File: src/rtl/burst_pkg.sv
package burst_pkg;
  localparam int unsigned BEAT_W = 2;
  typedef logic [BEAT_W-1:0] beat_t;

  function automatic beat_t beat_addr(input beat_t start, input beat_t beat, input logic ilv);
    beat_addr = ilv ? (start ^ beat) : beat_t'(start + beat);
  endfunction
endpackage

File: src/rtl/burst_beat_ctr.sv
module burst_beat_ctr
  import burst_pkg::*;
(
  input  logic  clk_i,
  input  logic  rst_ni,
  input  logic  en_i,
  input  logic  step_i,
  input  logic  ilv_i,
  input  beat_t low_addr_i,
  output beat_t start_o,
  output beat_t beat_o,
  output logic  ilv_o
);
  beat_t start_q, beat_q;
  logic  ilv_q;

  always_ff @(posedge clk_i or negedge rst_ni) begin
    if (!rst_ni) begin
      start_q <= '0;
      beat_q  <= '0;
      ilv_q   <= 1'b0;
    end else if (en_i) begin
      ilv_q <= ilv_i;
      if (!step_i) begin
        start_q <= low_addr_i;
        beat_q  <= '0;
      end else begin
        beat_q <= beat_q + 1'b1; // wraps after the fourth beat
      end
    end
  end

  assign start_o = start_q;
  assign beat_o  = beat_q;
  assign ilv_o   = ilv_q;

  p_load_r2: assert property (@(posedge clk_i) disable iff (!rst_ni)
    (en_i && !step_i) |=> (start_q == $past(low_addr_i) && beat_q == '0));
  p_step_r3: assert property (@(posedge clk_i) disable iff (!rst_ni)
    (en_i && step_i) |=> (beat_q == beat_t'($past(beat_q) + 1'b1) && $stable(start_q)));
  p_hold_r7: assert property (@(posedge clk_i) disable iff (!rst_ni)
    !en_i |=> ($stable(start_q) && $stable(beat_q) && $stable(ilv_q)));
  p_mode_r8: assert property (@(posedge clk_i) disable iff (!rst_ni)
    en_i |=> (ilv_q == $past(ilv_i)));
endmodule

File: src/rtl/burst_order_map.sv
module burst_order_map
  import burst_pkg::*;
(
  input  beat_t start_i,
  input  beat_t beat_i,
  input  logic  ilv_i,
  output beat_t addr_o
);
  always_comb addr_o = beat_addr(start_i, beat_i, ilv_i);

  always_comb begin
    if (beat_i == '0) p_first_beat_r6: assert (addr_o == start_i);
  end
endmodule

File: src/rtl/burst_addr_seq.sv
module burst_addr_seq
  import burst_pkg::*;
(
  input  logic       clk_i,
  input  logic       rst_ni,
  input  logic       clk_en_ni,
  input  logic       step_i,
  input  logic       ilv_i,
  input  logic [1:0] low_addr_i,
  output logic [1:0] offs_o,
  output logic [1:0] start_o
);
  beat_t start_w, beat_w;
  logic  ilv_w;

  burst_beat_ctr u_ctr (
    .clk_i      (clk_i),
    .rst_ni     (rst_ni),
    .en_i       (!clk_en_ni),
    .step_i     (step_i),
    .ilv_i      (ilv_i),
    .low_addr_i (low_addr_i),
    .start_o    (start_w),
    .beat_o     (beat_w),
    .ilv_o      (ilv_w)
  );

  burst_order_map u_map (
    .start_i (start_w),
    .beat_i  (beat_w),
    .ilv_i   (ilv_w),
    .addr_o  (offs_o)
  );

  assign start_o = start_w;

  p_out_hold_r7: assert property (@(posedge clk_i) disable iff (!rst_ni)
    clk_en_ni |=> ($stable(offs_o) && $stable(start_o)));
  p_out_load_r2: assert property (@(posedge clk_i) disable iff (!rst_ni)
    (!clk_en_ni && !step_i) |=> (offs_o == $past(low_addr_i)));
endmodule

File: config.mk
export PLATFORM = sky130hd
export DESIGN_NAME = burst_addr_seq
export DESIGN_NICKNAME = d
export VERILOG_FILES = /design/src/rtl/burst_pkg.sv /design/src/rtl/burst_beat_ctr.sv /design/src/rtl/burst_order_map.sv /design/src/rtl/burst_addr_seq.sv
export SDC_FILE = /design/constraint.sdc
export NUM_CORES = 1
export LEC_CHECK = 0
export ABC_AREA = 1
export BUFFER_PORTS_ARGS = -buffer_cell sky130_fd_sc_hd__buf_4
export CORE_AREA = 2 2 39 41
export DETAILED_ROUTE_END_ITERATION = 6
export DIE_AREA = 0 0 41 43
export SYNTH_ARGS = -nofsm -noshare
export SYNTH_HDL_FRONTEND = slang
export SYNTH_SLANG_ARGS = --single-unit
File: constraint.sdc
create_clock -name clk_i -period 2.3 [get_ports clk_i]
set_clock_uncertainty 0.05 [all_clocks]
set_input_delay 0.345 -clock clk_i [delete_from_list [all_inputs] [get_ports clk_i]]
set_output_delay 0.345 -clock clk_i [all_outputs]
set_load 0.005 [all_outputs]
==> load_flow_metrics.sql, run 1 <==
INSERT INTO impl_metrics (metric_group, metric, value, unit) VALUES
('global_route', 'first_global_vias', '245', ''),
('hold_path', 'hold_start', 'low_addr_i[0]', ''),
('worst_setup_path', 'ff2ff_path_depth', '3', ''),
('synthesis', 'synth-seq-area-share', '48.3', '%'),
('sta', 'final.period_utilization', '70.4', '%'),
('worst_setup_path', 'crit_arrival', '1.22', 'ns'),
('cells_and_area', 'nFillCells', '160', ''),
('sta', 'max_slew.worst_pin.slew', '0.153', 'ns'),
('floorplan', 'floorplan.io_pins', '11', ''),
('sta', 'timing.max_slew.rel_slack', '89.7', '%'),
('drt', 'detail_route.first_pass.iterations', '2', ''),
('worst_setup_path', 'worstPathMaxFanout', '5', ''),
('synthesis', 'mapped_nets', '43', ''),
('drt', 'drt_iter0_drc', '8', ''),
('cts', 'clockRootBuffer', 'sky130_fd_sc_hd__clkbuf_4', ''),
('cts', 'cts_setup_buffers', '0', ''),
('hold_path', 'min_to', 'u_ctr.start_o[0]', ''),
('cts', 'worst_setup_hold_path_clk_slew', '0.04', 'ns'),
('worst_setup_path', 'crit_type', 'reg2out', ''),
('floorplan', 'row_count', '14', ''),
('floorplan', 'design.die.area', '0.00176', 'mm^2'),
('cts', 'cts_hold_buf', '1', ''),
('sta', 'period_minus_slack', '1.62', 'ns'),
('worst_setup_path', 'setup.reg_to_reg.worst_slack', '1.50', 'ns'),
('floorplan', 'core_area', '0.00138', 'mm^2'),
('synthesis', 'yosys_register_bits', '5', ''),
('synthesis', 'synth_cell_type_count', '9', ''),
('cells_and_area', 'area_growth', '50.7', '%'),
('floorplan', 'starting_utilization_of_the_core_area', '18.7', '%'),
('worst_setup_path', 'reg2reg_from', 'u_ctr.beat_o[1]', ''),
('place', 'place.port_buffers', '10', ''),
('synthesis', 'synth.cell_area', '259', 'um^2'),
('cells_and_area', 'stdcell_count', '66', ''),
('drt', 'drt_wl_total', '554', 'um'),
('synthesis', 'syn_inst', '35', ''),
('global_route', 'grt_max_degree', '7', ''),
('cells_and_area', 'antenna_cells_inserted', '0', ''),
('place', 'post_detail_place_hpwl', '429', 'um'),
('sta', 'final_hold_viol_count', '0', ''),
('cells_and_area', 'nets', '59', ''),
('cts', 'clockBufferDepth', '2', ''),
('floorplan', 'die_x', '41', 'um'),
('hold_path', 'whs_path_depth', '3', ''),
('place', 'dpl.cell_count', '61', ''),
('global_route', 'antenna_found_initial', '0', ''),
('cts', 'cts_tree', 'yes', ''),
('global_route', 'grt_overflow', '0', ''),
('global_route', 'global_route.usage.total', '8.78', '%'),
('sta', 'rsz_0062_raised_after_global_routing', 'false', ''),
('sta', 'drv_slew', '0', ''),
('synthesis', 'yosys-top-cells-area', 'sky130_fd_sc_hd__dfrtp_1 (48%), sky130_fd_sc_hd__nand2_1 (14%), sky130_fd_sc_hd__o21ai_0 (7.7%)', ''),
('sta', 'finalSetupViolCount', '0', ''),
('global_route', 'grt_pass1_wl', '1.03', 'mm'),
('sta', 'finalSetupTns', '0', 'ns'),
('cts', 'htree_num_levels', '1', ''),
('flow_run', 'timing.max_cap.violations', '0', ''),
('drt', 'detail_route.wl_per_cell', '8.39', 'um'),
('synthesis', 'synth_largest_type_area_fraction', '48.3', '%'),
('cts', 'cts_buffers', '3', ''),
('synthesis', 'synth_area_per_cell', '7.40', 'um^2'),
('place', 'globalplace.congestion', '0.664', ''),
('cells_and_area', 'drive_gt1_share', '28.0', '%'),
('drt', 'drc', '0', ''),
('cells_and_area', 'final_cell_area', '390', 'um^2'),
('pwr', 'total_leakage_power', '0.000205', 'uW'),
('cells_and_area', 'layout.cells.most_common_list', 'sky130_fd_sc_hd__nand2_1 (10), sky130_fd_sc_hd__buf_4 (10), sky130_fd_sc_hd__inv_1 (5), sky130_fd_sc_hd__dfrtp_1 (5), sky130_fd_sc_hd__o21ai_0 (4)', ''),
('floorplan', 'die_height', '43', 'um'),
('outcome', 'status', 'completed', ''),
('cts', 'clock_insertion_delay_worst_skew', '0.24', 'ns'),
('synthesis', 'ys.warnings.count', '0', ''),
('drt', 'routed-via-count', '258', '');
-- sequential cells by signal, summed over array words and instances, names as in the netlist --
register       flops
u_ctr.beat_o       2
u_ctr.start_o      2
u_ctr.ilv_o        1
-- power by group --
part           internal, uW  switching, uW
combinational          48.6           39.8
clock                  65.6           36.3
sequential              104           17.1
-- worst max-delay path by stage --
stage / from / end / slack [ns]
6_report: u_ctr.beat_o[0] / offs_o[1] / 0.68
5_1_grt: u_ctr.beat_o[0] / offs_o[1] / 0.49
4_1_cts: u_ctr.beat_o[0] / offs_o[1] / 0.66
2_1_floorplan: u_ctr.start_o[0] / offs_o[1] / 1.09
3_5_place_dp: u_ctr.beat_o[0] / offs_o[1] / 0.93
3_3_place_gp: u_ctr.start_o[0] / offs_o[1] / 0.95
-- worst max-delay path: stages (launching register included) --
cell and delay, ns:
sky130_fd_sc_hd__dfrtp_1 0.40, sky130_fd_sc_hd__ha_1 0.19, sky130_fd_sc_hd__inv_1 0.04, sky130_fd_sc_hd__nor2_1 0.08, sky130_fd_sc_hd__nand3_1 0.07, sky130_fd_sc_hd__nand2_1 0.06
sky130_fd_sc_hd__inv_1 0.03, sky130_fd_sc_hd__buf_4 0.12
-- area by class of cell --
class	count	area, um^2	area share (%)
clock buffers	4	26.3	6.73
well taps	16	20.0	5.13
repair buffers	11	85.1	21.8
inverters	6	22.5	5.77
flip-flops and latches	5	125	32.1
multi-input cells	24	111	28.5
-- cell families (layout without fill, tap and decap cells) --
group                      count (synthesis)  in the layout  synth area share (%)
buffers and inverters                      6             21                  8.70
adders and majority gates                  1              1                  4.83
DFF                                        5              5                  48.3
and+or+nand+nor                           16             16                  24.6
AOI/OAI and AO/OA                          7              7                  13.5
-- routing by layer --
layer  global-route usage (%)  vias up  share of wire [%]
met5                        0        -                  0
met4                     8.00        0                  0
met3                     1.57        0                5.8
met2                     10.0        8                 45
met1                     13.1      110                 49
li1                         -      140                  -
-- synthesized netlist by cell type --
cell type and count:
sky130_fd_sc_hd__inv_2 1, sky130_fd_sc_hd__inv_1 5, sky130_fd_sc_hd__nand2_1 10, sky130_fd_sc_hd__nor2_1 3, sky130_fd_sc_hd__ha_1 1, sky130_fd_sc_hd__a21oi_1 3, sky130_fd_sc_hd__dfrtp_1 5, sky130_fd_sc_hd__nand3_1 3
sky130_fd_sc_hd__o21ai_0 4
-- metrics by stage --
stage | worst slack, ns | hold WS [ns]
2_1_floorplan | 1.09 | -0.000591
3_3_place_gp | 0.950 | 0.102
3_5_place_dp | 0.933 | 0.103
4_1_cts | 0.657 | 0.256
5_1_grt | 0.490 | 0.277
6_report | 0.681 | 0.262
Note: power is estimated with default switching activity, not from simulation.
==> run 2: changes to the inputs <==
ABC_AREA = 0   (was 1)
clock period = 1.45 ns   (was 2.3 ns; I/O delays follow)
==> load_flow_metrics.sql, run 2 <==
INSERT INTO impl_metrics (metric_group, metric, value, unit) VALUES
('outcome', 'status', 'completed', ''),
('sta', 'rsz_0062_raised_after_global_routing', 'true', ''),
('pwr', 'power_density', '1200', 'mW/mm^2'),
('cells_and_area', 'antenna_cells_inserted', '0', ''),
('worst_setup_path', 'critPathMaxStageDelay', '0.39', 'ns'),
('worst_setup_path', 'start_kind', 'flip-flop', ''),
('synthesis', 'synth_area_per_cell', '12.1', 'um^2'),
('cells_and_area', 'final_cell_area', '407', 'um^2'),
('global_route', 'first_global_vias', '210', ''),
('synthesis', 'yosys_register_bits', '5', ''),
('cells_and_area', 'drive_gt1_share', '51.3', '%'),
('worst_setup_path', 'worstPathMaxFanout', '2', ''),
('place', 'post_detail_place_hpwl', '398', 'um'),
('sta', 'finalSetupTns', '0', 'ns'),
('synthesis', 'synthMostInstantiatedCell', 'sky130_fd_sc_hd__dfrtp_1', ''),
('sta', 'final_hold_viol_count', '0', ''),
('pwr', 'total_leakage_power', '0.000187', 'uW'),
('synthesis', 'synth_top_cell_by_area', 'sky130_fd_sc_hd__dfrtp_1', ''),
('floorplan', 'starting_utilization_of_the_core_area', '17.5', '%'),
('cts', 'worst_setup_hold_path_clk_slew', '0.05', 'ns'),
('synthesis', 'synth-seq-area-share', '51.5', '%'),
('worst_setup_path', 'worstSetupEndpointType', 'output port', ''),
('cts', 'clockBufferDepth', '2', ''),
('cells_and_area', 'layout.cells.most_common_list', 'sky130_fd_sc_hd__buf_4 (14), sky130_fd_sc_hd__dfrtp_1 (5), sky130_fd_sc_hd__clkbuf_4 (3)', ''),
('floorplan', 'floorplan.io_pins', '11', ''),
('sta', 'hold_ws', '0.153', 'ns'),
('synthesis', 'ys.warnings.count', '0', ''),
('synthesis', 'synth_enable_flop_cells', '0', ''),
('sta', 'timing.max_slew.rel_slack', '89.5', '%'),
('drt', 'drt_wl_total', '534', 'um'),
('cells_and_area', 'area_growth', '67.5', '%'),
('drt', 'detail_route.wl_per_cell', '9.71', 'um'),
('synthesis', 'synth_flop_cell', 'sky130_fd_sc_hd__dfrtp_1', ''),
('global_route', 'antenna_found_initial', '0', ''),
('synthesis', 'synth_cell_type_count', '13', ''),
('worst_setup_path', 'worst-path-buf-inv', '1', ''),
('flow_run', 'timing.max_cap.violations', '0', ''),
('worst_setup_path', 'critical_path_required', '1.18', 'ns'),
('floorplan', 'row_count', '14', ''),
('cts', 'htree_num_levels', '1', ''),
('sta', 'finalWorstSetupSlack', '0.00651', 'ns'),
('cells_and_area', 'mostFrequentLayoutCell', 'sky130_fd_sc_hd__buf_4', ''),
('global_route', 'grt_pass1_wl', '814', 'um'),
('drt', 'routed-via-count', '217', ''),
('cts', 'clockRootBuffer', 'sky130_fd_sc_hd__clkbuf_4', ''),
('sta', 'finalSetupViolCount', '0', ''),
('drt', 'drt_iter0_drc', '1', ''),
('floorplan', 'design.die.area', '0.00176', 'mm^2'),
('floorplan', 'die_x', '41', 'um'),
('place', 'place.port_buffers', '10', ''),
('global_route', 'grt_overflow', '0', ''),
('floorplan', 'die_height', '43', 'um'),
('cts', 'numClockSinks', '5', ''),
('sta', 'max_slew.worst_pin.slew', '0.157', 'ns'),
('global_route', 'global_route.usage.total', '7.45', '%'),
('cells_and_area', 'utilization', '29.4', '%'),
('synthesis', 'synth_largest_type_area_fraction', '51.5', '%'),
('cells_and_area', 'nFillCells', '155', ''),
('synthesis', 'mapped_nets', '28', ''),
('sta', 'final.period_utilization', '99.6', '%'),
('synthesis', 'yosys-top-cells-area', 'sky130_fd_sc_hd__dfrtp_1 (52%), sky130_fd_sc_hd__mux2_1 (9.3%), sky130_fd_sc_hd__xnor2_1 (7.2%)', ''),
('worst_setup_path', 'crit_type', 'reg2out', ''),
('synthesis', 'synth.cell_area', '243', 'um^2'),
('floorplan', 'core_area', '0.00138', 'mm^2'),
('worst_setup_path', 'worst_path_max_delay_cell', 'sky130_fd_sc_hd__dfrtp_1', ''),
('worst_setup_path', 'crit_arrival', '1.18', 'ns'),
('synthesis', 'syn_inst', '20', ''),
('place', 'post-place-ws', '0.205', 'ns'),
('drt', 'drc', '0', ''),
('drt', 'detail_route.first_pass.iterations', '4', ''),
('cts', 'cts_buffers', '3', ''),
('global_route', 'grt_max_degree', '7', ''),
('cts', 'clock_insertion_delay_worst_skew', '0.24', 'ns'),
('synthesis', 'top_cell_types_by_occurrence_after_synthesis', 'sky130_fd_sc_hd__dfrtp_1 (5), sky130_fd_sc_hd__mux2_1 (2), sky130_fd_sc_hd__nand2_1 (2), sky130_fd_sc_hd__xnor2_1 (2)', ''),
('drt', 'antenna_violating_nets_post_route', '0', ''),
('synthesis', 'synthArstFlopShare', '100', '%'),
('sta', 'maxClockFrequency', '0.693', 'GHz'),
('hold_path', 'min-delay-path-class', 'in2reg', ''),
('cells_and_area', 'nets', '48', ''),
('worst_setup_path', 'timing.critical_path.cells', 'ha_2 -> nor2b_1 -> xnor2_1 -> buf_4', ''),
('place', 'postPlaceCellArea', '338', 'um^2'),
('cts', 'cts_tree', 'yes', ''),
('sta', 'period_minus_slack', '1.44', 'ns'),
('drt', 'route.detailed.vias_per_inst', '3.95', ''),
('pwr', 'vdd.ir_drop.worst', '0.295', 'mV'),
('worst_setup_path', 'critical_path.top_delay_family', 'flip-flops', ''),
('sta', 'drv_slew', '0', ''),
('place', 'globalplace.congestion', '0.592', '');
run 2: changes by cell type after synthesis, sizes merged, moves of 2 or more:
cell	change
mux2	+3
inv	-5
o21ai	-3
nand2	-8
xnor2	+2
nand3	-3
a21oi	-3
nor2	-2
run 2: worst paths after layout:
kind | start | to | slack [ns] | depth (start not counted)
min | low_addr_i[0] | u_ctr.start_o[0] | 0.15 | 2
max reg2reg | u_ctr.beat_o[0] | u_ctr.beat_o[1] | 0.37 | 4
max in group asynchronous | rst_ni | u_ctr.start_o[0] | 0.95 | 2
min in group asynchronous | rst_ni | u_ctr.ilv_o | 0.29 | 2
max | u_ctr.beat_o[0] | offs_o[1] | 0.007 | 4
min reg2reg | u_ctr.ilv_o | u_ctr.ilv_o | 0.48 | 1
run 2: where the power goes:
group	internal, uW	switching (uW)
Combinational	98.0	47.6
Clock	104	57.2
Sequential	161	18.8
Total	363	124
run 2: layout make-up:
type	instances	area, um^2	share of cell area (%)
Tap cell	16	20.0	4.92
Timing Repair Buffer	15	115	28.3
Inverter	1	3.75	0.923
Sequential cell	5	125	30.8
Multi-Input combinational cell	14	116	28.6
Clock buffer	4	26.3	6.46
run 2: metal layers:
layer / up-vias / part of all wire [%] / track usage (%)
met3: 0 / 7.5 / 3.14
met1: 102 / 45 / 8.12
met2: 8 / 48 / 9.69
li1: 107 / - / -
met5: - / 0 / 0
met4: 0 / 0 / 8.00
run 2: cells by family after synthesis:
logic type | synth area share [%]
simple gates | 15.5
flops | 51.5
mux | 13.9
compound gates | 5.15
xor+xnor | 7.22
buf+inv | 1.54
fa+ha+maj | 5.15
run 2: worst register-to-register path, stage by stage (launching register included):
cell and delay [ns]:
sky130_fd_sc_hd__dfrtp_1 0.39, sky130_fd_sc_hd__buf_4 0.13, sky130_fd_sc_hd__buf_4 0.13, sky130_fd_sc_hd__nand2b_1 0.14, sky130_fd_sc_hd__o211ai_1 0.15
run 2: per-stage QoR:
step	total power [uW]	cells
after floorplan	236	20
after detailed placement	305	46
after global placement	302	46
final	487	55
after global routing	521	55
after CTS	486	53
run 2: what timing repair did:
action | in CTS | in global routing
hold buffers | 1 | 0
hold endpoints to repair | 5 | 0
buffers inserted | 2 | 2
gates cloned | 0 | 0
resized for setup | 1 | 0
endpoints found under the setup margin | 1 | 1
==> run 3: changes to the inputs <==
--- a/config.mk
+++ b/config.mk
@@ -11,4 +11,5 @@
 export DETAILED_ROUTE_END_ITERATION = 6
 export DIE_AREA = 0 0 41 43
+export MAX_ROUTING_LAYER = met4
 export SYNTH_ARGS = -nofsm -noshare
 export SYNTH_HDL_FRONTEND = slang
--- a/constraint.sdc
+++ b/constraint.sdc
@@ -3,3 +3,3 @@
 set_input_delay 0.2175 -clock clk_i [delete_from_list [all_inputs] [get_ports clk_i]]
 set_output_delay 0.2175 -clock clk_i [all_outputs]
-set_load 0.005 [all_outputs]
+set_load 0.02 [all_outputs]
==> load_flow_metrics.sql, run 3 (synthesized netlist as in run 2, its figures left out) <==
INSERT INTO impl_metrics (metric_group, metric, value, unit) VALUES
('pwr', 'vdd.ir_drop.worst', '0.267', 'mV'),
('place', 'globalplace.congestion', '0.586', ''),
('drt', 'drt_wl_total', '479', 'um'),
('cells_and_area', 'nFillCells', '148', ''),
('drt', 'detail_route.wl_per_cell', '9.04', 'um'),
('hold_path', 'hold_start', 'low_addr_i[0]', ''),
('pwr', 'pint', '359', 'uW'),
('worst_setup_path', 'worst-path-buf-inv', '1', ''),
('sta', 'finalSetupViolCount', '1', ''),
('floorplan', 'core_area', '0.00138', 'mm^2'),
('drt', 'antenna_violating_nets_post_route', '0', ''),
('sta', 'final_hold_viol_count', '0', ''),
('sta', 'maxClockFrequency', '0.679', 'GHz'),
('floorplan', 'floorplan.io_pins', '11', ''),
('drt', 'route.detailed.vias_per_inst', '3.81', ''),
('pwr', 'power.total', '510', 'uW'),
('worst_setup_path', 'timing.critical_path.cells', 'ha_2 -> nor2b_4 -> xnor2_1 -> buf_4', ''),
('sta', 'finalWorstSetupSlack', '-0.0233', 'ns'),
('pwr', 'power_share_of_the_sequential_group', '35.4', '%'),
('cells_and_area', 'layout.cells.most_common_list', 'sky130_fd_sc_hd__buf_4 (12), sky130_fd_sc_hd__dfrtp_1 (5), sky130_fd_sc_hd__clkbuf_4 (3)', ''),
('global_route', 'grt_overflow', '0', ''),
('sta', 'period_minus_slack', '1.47', 'ns'),
('cts', 'worst_setup_hold_path_clk_slew', '0.04', 'ns'),
('floorplan', 'starting_utilization_of_the_core_area', '17.5', '%'),
('place', 'place.port_buffers', '10', ''),
('cells_and_area', 'utilization', '28.8', '%'),
('worst_setup_path', 'cp_num_cells', '4', ''),
('worst_setup_path', 'ff2ff_path_depth', '2', ''),
('cells_and_area', 'area_growth', '64.4', '%'),
('drt', 'routed-via-count', '202', ''),
('cells_and_area', 'mostFrequentLayoutCell', 'sky130_fd_sc_hd__buf_4', ''),
('worst_setup_path', 'crit_arrival', '1.21', 'ns'),
('flow_run', 'timing.max_cap.violations', '0', ''),
('pwr', 'switching_share', '29.6', '%'),
('cts', 'numClockSinks', '5', ''),
('global_route', 'first_global_vias', '163', ''),
('hold_path', 'min-delay-path-class', 'in2reg', ''),
('outcome', 'violations_in_the_final_reports', 'setup timing', ''),
('floorplan', 'die_height', '43', 'um'),
('worst_setup_path', 'start_kind', 'flip-flop', ''),
('floorplan', 'die_x', '41', 'um'),
('cts', 'clockRootBuffer', 'sky130_fd_sc_hd__clkbuf_4', ''),
('sta', 'max_slew.worst_pin.slew', '0.157', 'ns'),
('sta', 'final.period_utilization', '102', '%'),
('hold_path', 'min_to', 'u_ctr.start_o[0]', ''),
('worst_setup_path', 'worst_path_max_delay_cell', 'sky130_fd_sc_hd__dfrtp_1', ''),
('worst_setup_path', 'setup.reg_to_reg.worst_slack', '0.48', 'ns'),
('drt', 'detail_route.first_pass.iterations', '1', ''),
('worst_setup_path', 'critical_path.top_delay_family', 'flip-flops', ''),
('worst_setup_path', 'critical_path_required', '1.18', 'ns'),
('worst_setup_path', 'worstSetupEndpointType', 'output port', ''),
('global_route', 'grt_pass1_wl', '614', 'um'),
('cells_and_area', 'nets', '46', ''),
('pwr', 'total_leakage_power', '0.000178', 'uW'),
('drt', 'drt_iter0_drc', '0', ''),
('sta', 'timing.max_slew.rel_slack', '89.5', '%'),
('floorplan', 'design.die.area', '0.00176', 'mm^2'),
('hold_path', 'whs_path_depth', '2', ''),
('global_route', 'grt_max_degree', '7', ''),
('cells_and_area', 'drive_gt1_share', '51.4', '%'),
('cts', 'htree_num_levels', '1', ''),
('pwr', 'p_comb_share', '33.8', '%'),
('pwr', 'power_density', '1280', 'mW/mm^2'),
('sta', 'rsz_0062_raised_after_global_routing', 'true', ''),
('pwr', 'clock_power_share', '30.8', '%'),
('global_route', 'antenna_found_initial', '0', ''),
('worst_setup_path', 'critPathMaxStageDelay', '0.38', 'ns'),
('global_route', 'global_route.usage.total', '5.68', '%'),
('cts', 'clock_insertion_delay_worst_skew', '0.23', 'ns'),
('worst_setup_path', 'crit_type', 'reg2out', ''),
('worst_setup_path', 'r2r_end', 'u_ctr.start_o[0]', ''),
('cts', 'clockBufferDepth', '2', ''),
('sta', 'drv_slew', '0', ''),
('cts', 'cts_tree', 'yes', ''),
('floorplan', 'row_count', '14', ''),
('cts', 'cts_buffers', '3', ''),
('outcome', 'status', 'finished, violations left', ''),
('cells_and_area', 'antenna_cells_inserted', '0', ''),
('drt', 'drc', '0', ''),
('worst_setup_path', 'reg2reg_from', 'u_ctr.start_o[0]', ''),
('pwr', 'p_switching', '151', 'uW'),
('sta', 'hold_ws', '0.155', 'ns'),
('worst_setup_path', 'worstPathMaxFanout', '2', '');
==> run 3: cell types whose count changed in the layout (fill, tap and decap cells not counted) <==
cell,before,now
sky130_fd_sc_hd__nor2b_4,0,1
sky130_fd_sc_hd__buf_4,14,12
sky130_fd_sc_hd__nor2b_1,1,0
==> run 3: layout make-up <==
class / count / area (um^2) / area share (%)
Clock buffer: 4 / 26.3 / 6.58
Sequential cell: 5 / 125 / 31.3
Inverter: 1 / 3.75 / 0.940
Multi-Input combinational cell: 14 / 124 / 31.0
Timing Repair Buffer: 13 / 100 / 25.1
Tap cell: 16 / 20.0 / 5.02
==> run 3: timing repair <==
action | 4_1_cts | 5_1_grt
hold buffers | 1 | 0
endpoints found under the setup margin | 1 | 1
buffers inserted | 2 | 0
pin swaps | 0 | 2
resized for setup | 0 | 3
hold endpoints to repair | 5 | 0
==> run 3: power by group through the flow <==
stage	Combinational [uW]	Clock, uW	Sequential (uW)
finish	172	157	180
global route	188	175	183
CTS	172	163	178
detailed placement	157	0	183
global placement	156	0	182
floorplan	82.5	0	189
==> run 3: per-stage QoR <==
stage | std cells | setup TNS, ns | cell area, um^2 | setup slack [ns]
final | 53 | -0.0233 | 399 | -0.0233
after global routing | 53 | -0.0933 | 399 | -0.0933
after CTS | 53 | -0.0343 | 389 | -0.0343
after detailed placement | 46 | 0 | 338 | 0.200
after global placement | 46 | 0 | 338 | 0.193
after floorplan | 20 | 0 | 243 | 0.0196
==> run 3: worst max path at each step <==
stage,start,to,slack (ns)
after floorplan,u_ctr.start_o[0],offs_o[1],0.02
final,u_ctr.beat_o[0],offs_o[1],-0.02
after detailed placement,u_ctr.start_o[0],offs_o[1],0.20
after global placement,u_ctr.start_o[0],offs_o[1],0.19
after global routing,u_ctr.start_o[0],offs_o[1],-0.09
after CTS,u_ctr.start_o[0],offs_o[1],-0.03
==> run 3: per-layer routing <==
metal  routed length (um)  track usage, %  up-vias
met5                    0               -        -
met4                    0            4.00        0
met3                   46            3.14        0
met2                  219            6.88        8
met1                  212            6.82       93
li1                     -               -      101
